### src/rtl/ustb_pkg.sv
package ustb_pkg;
  localparam int FIELD_W = 8;
  localparam int ACC_W   = FIELD_W + 1;

  typedef struct packed {
    logic [FIELD_W-1:0] mul_m1;  // ticks per period, minus one
    logic [FIELD_W-1:0] div_m1;  // reference clocks per period, minus one
  } ratio_cfg_t;
endpackage

### src/rtl/ustb_regs.sv
module ustb_regs
  import ustb_pkg::*;
#(
  parameter int          ADDR_W   = 8,
  parameter int          DATA_W   = 32,
  parameter int          CNT_W    = 32,
  parameter logic [15:0] RST_CFG  = 16'h000B,
  parameter int          OFF_CNT  = 'h10,
  parameter int          OFF_CFG  = 'h14,
  parameter int          OFF_FRZ  = 'h4C
) (
  input  logic              clk,
  input  logic              rst_n,
  input  logic [ADDR_W-1:0] addr,
  input  logic              wr,
  input  logic [DATA_W-1:0] wdata,
  input  logic              rd,
  input  logic [CNT_W-1:0]  cnt_val,
  output ratio_cfg_t        cfg,
  output logic              frz,
  output logic              cfg_wr,
  output logic [DATA_W-1:0] rdata,
  output logic              rvalid
);
  localparam int CFG_W = 2 * FIELD_W;

  logic              hit_cnt, hit_cfg, hit_frz;
  logic [DATA_W-1:0] rmux;

  assign hit_cnt = (addr == ADDR_W'(OFF_CNT));
  assign hit_cfg = (addr == ADDR_W'(OFF_CFG));
  assign hit_frz = (addr == ADDR_W'(OFF_FRZ));
  assign cfg_wr  = wr && hit_cfg;

  always_ff @(posedge clk or negedge rst_n) begin
    if (!rst_n) begin
      cfg <= ratio_cfg_t'(RST_CFG);
      frz <= 1'b0;
    end else begin
      if (cfg_wr)         cfg <= ratio_cfg_t'(wdata[CFG_W-1:0]);
      if (wr && hit_frz)  frz <= wdata[0];
    end
  end

  always_comb begin
    rmux = '0;
    if (hit_cnt)      rmux = DATA_W'(cnt_val);
    else if (hit_cfg) rmux = DATA_W'(cfg);
    else if (hit_frz) rmux = DATA_W'(frz);
  end

  always_ff @(posedge clk or negedge rst_n) begin
    if (!rst_n) begin
      rdata  <= '0;
      rvalid <= 1'b0;
    end else begin
      rvalid <= rd;
      if (rd) rdata <= rmux;
    end
  end
endmodule

### src/rtl/ustb_ratio_acc.sv
module ustb_ratio_acc
  import ustb_pkg::*;
(
  input  logic             clk,
  input  logic             rst_n,
  input  ratio_cfg_t       cfg,
  input  logic             clr,
  input  logic             hold,
  output logic             tick,
  output logic [ACC_W-1:0] acc
);
  logic [ACC_W:0]   mul_v, div_v, sum, rem;
  logic [ACC_W-1:0] nxt;
  logic             reach;

  assign mul_v = (ACC_W+1)'(cfg.mul_m1) + 1'b1;
  assign div_v = (ACC_W+1)'(cfg.div_m1) + 1'b1;
  assign sum   = (ACC_W+1)'(acc) + mul_v;
  assign reach = (sum >= div_v);
  assign rem   = sum - div_v;
  assign tick  = !hold && !clr && reach;

  always_comb begin
    if (!reach)            nxt = ACC_W'(sum);
    else if (rem >= div_v) nxt = ACC_W'(div_v - 1'b1);  // M > N: clamp
    else                   nxt = ACC_W'(rem);
  end

  always_ff @(posedge clk or negedge rst_n) begin
    if (!rst_n)     acc <= '0;
    else if (clr)   acc <= '0;
    else if (!hold) acc <= nxt;
  end
endmodule

### src/rtl/ustb_count.sv
module ustb_count #(
  parameter int CNT_W = 32
) (
  input  logic             clk,
  input  logic             rst_n,
  input  logic             step,
  output logic [CNT_W-1:0] cnt
);
  always_ff @(posedge clk or negedge rst_n) begin
    if (!rst_n)    cnt <= '0;
    else if (step) cnt <= cnt + 1'b1;
  end
endmodule

### src/rtl/ustb_timebase.sv
module ustb_timebase
  import ustb_pkg::*;
#(
  parameter int          CNT_W   = 32,
  parameter logic [15:0] RST_CFG = 16'h000B
) (
  input  logic             clk,
  input  logic             rst_n,
  input  logic [7:0]       bus_addr,
  input  logic             bus_wr,
  input  logic [31:0]      bus_wdata,
  input  logic             bus_rd,
  output logic [31:0]      bus_rdata,
  output logic             bus_rvalid,
  output logic             us_tick,
  output logic [CNT_W-1:0] us_count
);
  ratio_cfg_t       cfg_w;
  logic             frz_q;
  logic             cfg_wr;
  logic [ACC_W-1:0] acc_q;

  ustb_regs #(
    .ADDR_W(8), .DATA_W(32), .CNT_W(CNT_W), .RST_CFG(RST_CFG)
  ) regs_i (
    .clk(clk), .rst_n(rst_n), .addr(bus_addr), .wr(bus_wr),
    .wdata(bus_wdata), .rd(bus_rd), .cnt_val(us_count),
    .cfg(cfg_w), .frz(frz_q), .cfg_wr(cfg_wr),
    .rdata(bus_rdata), .rvalid(bus_rvalid)
  );

  ustb_ratio_acc acc_i (
    .clk(clk), .rst_n(rst_n), .cfg(cfg_w), .clr(cfg_wr),
    .hold(frz_q), .tick(us_tick), .acc(acc_q)
  );

  ustb_count #(.CNT_W(CNT_W)) cnt_i (
    .clk(clk), .rst_n(rst_n), .step(us_tick), .cnt(us_count)
  );
endmodule

### config.mk
export PLATFORM = sky130hd
export DESIGN_NAME = ustb_timebase
export DESIGN_NICKNAME = d
export VERILOG_FILES = /design/src/rtl/ustb_pkg.sv /design/src/rtl/ustb_regs.sv /design/src/rtl/ustb_ratio_acc.sv /design/src/rtl/ustb_count.sv /design/src/rtl/ustb_timebase.sv
export SDC_FILE = /design/constraint.sdc
export NUM_CORES = 1
export LEC_CHECK = 0
export ABC_CLOCK_PERIOD_IN_PS = 6380
export CELL_PAD_IN_SITES_DETAIL_PLACEMENT = 0
export CELL_PAD_IN_SITES_GLOBAL_PLACEMENT = 1
export CORE_MARGIN = 5
export CORE_UTILIZATION = 40
export DETAILED_ROUTE_END_ITERATION = 16
export MAX_ROUTING_LAYER = met4
export PLACE_DENSITY_LB_ADDON = 0.1
export SLEW_MARGIN = 20
export SYNTH_ARGS = -nofsm -noshare
export SYNTH_HDL_FRONTEND = slang
export SYNTH_HIERARCHICAL = 1
export SYNTH_SLANG_ARGS = --single-unit
### constraint.sdc
create_clock -name clk -period 6.38 [get_ports clk]
set_clock_uncertainty 0.15 [all_clocks]
set_input_delay 1.276 -clock clk [delete_from_list [all_inputs] [get_ports clk]]
set_output_delay 1.276 -clock clk [all_outputs]
set_load 0.02 [all_outputs]
Yosys cells after proc, flatten, opt, wreduce, memory -nomap -nowiden

Cells that the tools add are included.
W data, S select, Z words.

Equality and inequality tests: 4
$add $sub $neg: 6
Mux-type cells: 7
Reductions and logical operators: 6
$lt $le $gt $ge: 2

Operators with widths:

| cell                    | count |
|---|---|
| $mux W32                | 2 |
| $mux W9                 | 4 |
| $add A32 B1 Y32 const B | 1 |
| $ge A10 B10 Y1          | 2 |
| $add A8 B1 Y9 const B   | 2 |
| $eq A8 B5 Y1 const B    | 2 |
| $add A9 B10 Y10         | 1 |
| $sub A10 B10 Y10        | 1 |
| $sub A9 B1 Y9 const B   | 1 |
| $eq A8 B7 Y1 const B    | 1 |
| $logic_and A1 B1 Y1     | 4 |
| $logic_not A1 Y1        | 2 |
| $ne A2 B1 Y1 const B    | 1 |
| $mux W1                 | 1 |

Bits in registers: 91
Output and inout bits: 66

Logic depth before layout (Yosys ltp)

Depth after elaboration: 8
Mapped depth: 22
Gate-level depth less buffers: 21

Cells and area by module

Netlist, hierarchy kept.

Modules (own cells, without submodules):

| module         | area an instance (um^2) | times used | sequential area each (um^2) | cells each |
|---|---|---|---|---|
| ustb_regs      | 2213.4                  | 1          | 1255.0                      | 201 |
| ustb_ratio_acc | 1725.4                  | 1          | 225.2                       | 210 |
| ustb_count     | 1448.9                  | 1          | 800.8                       | 123 |

Worst setup path after synthesis

OpenSTA, ideal clock, no wires.

Kind: reg2out
Start: register regs_i/cfg[8] (netlist name)
End: output us_tick
Slack: 1693 ps
Buffers on the path: 1
Cell stages (with the launch flop): 19
Arrival time: 3261 ps
Cell sequence: dfrtp_1 inv_1 ha_1 fa_1 inv_1 a21o_1 a21oi_1 o21ai_1 o41a_1 xnor2_1 ha_1 nand2_1 nor2_1 nand3_1 o21ai_0 a311oi_2 or3_1 buf_2 inv_2

Longest elaborated chain between the ends: 4

RTL lines:

| item                | line                 | source |
|---|---|---|
| $add A8 B1 Y9       | ustb_ratio_acc.sv:16 | `assign mul_v = (ACC_W+1)'(cfg.mul_m1) + 1'b1;` |
| $add A9 B10 Y10     | ustb_ratio_acc.sv:18 | `assign sum = (ACC_W+1)'(acc) + mul_v;` |
| $ge A10 B10 Y1      | ustb_ratio_acc.sv:19 | `assign reach = (sum >= div_v);` |
| $logic_and A1 B1 Y1 | ustb_ratio_acc.sv:21 | `assign tick = !hold && !clr && reach;` |
| to (decl)           | ustb_timebase.sv:15  | `output logic us_tick,` |

Every way passes these cells.

Worst setup path in the final report

Start: register regs_i/cfg[8] (netlist name)
End: output us_tick

Longest elaborated chain between the ends: 4

RTL lines:

| item                | line |
|---|---|
| $add A8 B1 Y9       | ustb_ratio_acc.sv:16 |
| $add A9 B10 Y10     | ustb_ratio_acc.sv:18 |
| $ge A10 B10 Y1      | ustb_ratio_acc.sv:19 |
| $logic_and A1 B1 Y1 | ustb_ratio_acc.sv:21 |

Every way passes these cells.

==> results.sh <==
export IMPL_outcome="completed"
export IMPL_r2r_start="regs_i/cfg[8]"
export IMPL_synth_warnings=6
export IMPL_insertion_delay_ns=0.34
export IMPL_critPathMaxStageDelay_ns=0.49
export IMPL_slew_limit_headroom_pct=51.69
export IMPL_synth_area_per_cell_um2=10.09
export IMPL_syn_nets=608
export IMPL_htreeDepth=3
export IMPL_critPathTopFamily="compound AO/OA/AOI/OAI gates"
export IMPL_synthCells=534
export IMPL_period_share_pct=89.65
export IMPL_hold_path_startpoint="cnt_i/cnt[31]"
export IMPL_seq_area_frac_synth_pct=42.34
export IMPL_start_kind="register"
export IMPL_dr_pass1_iters=4
export IMPL_die_y_um=126.1
export IMPL_worst_slew_pin_slew_ns=0.7224
export IMPL_ir_drop_mv=0.1712
export IMPL_maxCapViolations=0
export IMPL_cts_root_buf="clkbuf_16"
export IMPL_crit_arrival_ns=4.29
export IMPL_async_flop_share_pct=100.0
export IMPL_synth_area_leader_cell="dfrtp_1"
export IMPL_worstHoldPathType="reg -> reg"
export IMPL_period_minus_slack_ns=5.720
export IMPL_critPathLaunch="regs_i/cfg[8]"
export IMPL_whs_ns=0.3530
export IMPL_die_area_mm2=0.01589
export IMPL_grt_pass1_vias=4191
export IMPL_io_pins=110
export IMPL_num_rows=42
export IMPL_cp_cell_sequence="inv_1 -> ha_1 -> fa_1 -> inv_1 -> a21o_1 -> a21oi_1 -> o21ai_1 -> o41a_1 -> xnor2_1 -> ha_1 -> nand2_1 -> nor2_1 -> nand3_1 -> o21ai_0 -> a311oi_2 -> or3_1 -> inv_2 -> dlymetal6s2s_1"
export IMPL_drv_slew=0
export IMPL_yosys_top_cells_area="dfrtp_1 41%, ha_1 6.5%, xnor2_1 6.0%"
export IMPL_power_density_mw_per_mm2=330.6
export IMPL_yosysTopAreaCellShare_pct=40.87
export IMPL_fillers=1228
export IMPL_overflow=0
export IMPL_coreArea_mm2=0.01324
export IMPL_dp_hpwl_um=10190
export IMPL_yosys_cell_types_count=60
export IMPL_gp_congestion=0.7886
export IMPL_syn_cell_area_mm2=0.005388
export IMPL_synth_main_ff_cell="dfrtp_1"
export IMPL_fin_tns_setup_ns=0
export IMPL_viasPerCell=5.205
export IMPL_route_vias_total=4169
export IMPL_drc=0
export IMPL_p_leak_nw=2.922
export IMPL_end_kind="output pin"
export IMPL_drt_wirelength_per_cell_um=16.77
export IMPL_grt_pass1_wl_um=22290
export IMPL_postCtsSetupRepairBufs=0
export IMPL_nNetsFinal=694
export IMPL_grt_max_degree=66
export IMPL_cts_sinks=91
export IMPL_cp_max_fo=8
export IMPL_grtUsageTotal_pct=17.77
export IMPL_hold_viol=0
export IMPL_setup_viol=0
export IMPL_diodes=0
export IMPL_cts_tree="built"
export IMPL_cp_data_required_time_ns=4.95
export IMPL_rsz0062_at_grt="false"
export IMPL_clk_pin_slew_ns=0.07
export IMPL_area_growth_pct=25.48
export IMPL_totalWireLength_um=13440
export IMPL_slowest_stage="or3_1"
export IMPL_clockBufferDepth=2
export IMPL_drt_iter0_markers=286
export IMPL_portBuffers=93
export IMPL_antenna_found_initial=0
export IMPL_synth_enable_flop_cells=0
export IMPL_cts_buffers=9
export IMPL_die_x_um=126.1
export IMPL_ys_ff_latch=91
export IMPL_initial_utilization_pct=40.68
export IMPL_postRouteAntennaNets=0
export IMPL_multi_input_area_mm2=0.002799
export IMPL_fmax_ghz=0.1748
export IMPL_worst_path_buf_inv=4
export IMPL_seqCellArea_mm2=0.002281
export IMPL_drive_gt1_share_pct=10.08
export IMPL_path_class="reg -> out"
flip-flops by register name, indices dropped and copies added, names as in the netlist:
signal         flops
regs_i/rdata      32
regs_i/cfg        16
regs_i/rvalid      1
acc_i/acc          9
cnt_i/cnt         32
regs_i/frz         1
Yosys cell counts (all sizes together), types with 2 or more instances:
library cell / count
clkbuf: 13
and3: 11
nor2b: 2
ha: 28
o22ai: 40
o21ai: 7
mux2: 33
nand4: 14
xnor2: 37
o21bai: 2
a21o: 8
xor2: 23
buf: 9
dfrtp: 88
nor2: 12
or4: 2
nand2: 51
mux2i: 9
nor3b: 2
nand2b: 2
dfstp: 3
fa: 2
a31oi: 2
nor3: 10
nand3: 19
inv: 51
and4: 5
a211o: 2
and2: 3
a21oi: 15
nor4: 7
a22oi: 8
per-layer routing:
layer	wire [µm]	part of all wire [%]	track usage, %
met1	6795	51	25.59
met3	772	5.7	3.641
met5	0	0	-
met4	206	1.5	5.804
met2	5661	42	25.01
what timing repair did:
action / 4_1_cts / 5_1_grt
hold buffers: 0 / 0
setup endpoints to repair: 0 / 1
resized for setup: 0 / 1
area by class of cell:
| type | count | area share, % |
|---|---|---|
| flip-flops and latches | 91 | 33.74 |
| inverters | 51 | 2.832 |
| well taps | 176 | 3.257 |
| multi-input cells | 370 | 41.40 |
| clock inverters | 6 | 1.055 |
| repair buffers | 97 | 14.18 |
| clock buffers | 10 | 3.535 |
final timing paths:
kind / depth (start not counted) / slack (ns) / endpoint
setup reg to reg: 21 / 1.28 / cnt_i/cnt[23]
hold / removal: 1 / 0.35 / cnt_i/cnt[31]
min in group asynchronous: 1 / 0.75 / regs_i/cfg[13]
max in group asynchronous: 2 / 4.26 / regs_i/rdata[28]
hold reg to reg: 1 / 0.35 / cnt_i/cnt[31]
setup / recovery: 18 / 0.66 / us_tick
per-stage QoR:
stage               setup slack [ns]  std cells  power (mW)  util [%]  area [µm²]
floorplan                      1.693        534       1.433         -        5388
global placement              0.6969        785       1.656     48.67        6445
detailed placement            0.6490        785       1.680     48.67        6445
CTS                           0.2622        801       2.249     51.01        6755
global route                  0.3825        801       2.393     51.05        6760
finish                        0.6604        801       2.235     51.05        6760
layout by cell type, fill, tap and decap left out, drive strengths merged, types with 11 or more instances in the layout:
cell	n
a21oi	15
and3	11
clkdlybuf4s50	90
dfrtp	88
ha	28
inv	53
mux2	33
nand2	51
nand3	19
nand4	14
nor2	12
o22ai	40
xnor2	37
xor2	23
logic make-up (layout without fill, tap and decap cells):
logic type / count (synthesis) / after routing / synth area share (%)
AOI/OAI and AO/OA: 94 / 94 / 11.94
xor gates and xnor gates: 60 / 60 / 9.754
adders and majority gates: 30 / 30 / 7.246
buffers and inverters: 73 / 164 / 5.713
DFF: 91 / 91 / 42.34
muxes: 42 / 42 / 8.570
and+or+nand+nor: 144 / 144 / 14.44
power by group:
| part | leakage [nW] | switching [mW] | total, mW | internal [mW] |
|---|---|---|---|---|
| Sequential | 1.23 | 0.0781 | 0.707 | 0.629 |
| Combinational | 1.54 | 0.534 | 0.970 | 0.436 |
| Clock | 0.151 | 0.239 | 0.558 | 0.319 |
| Total | 2.92 | 0.852 | 2.23 | 1.38 |
Note: power is estimated with default switching activity, not from simulation.
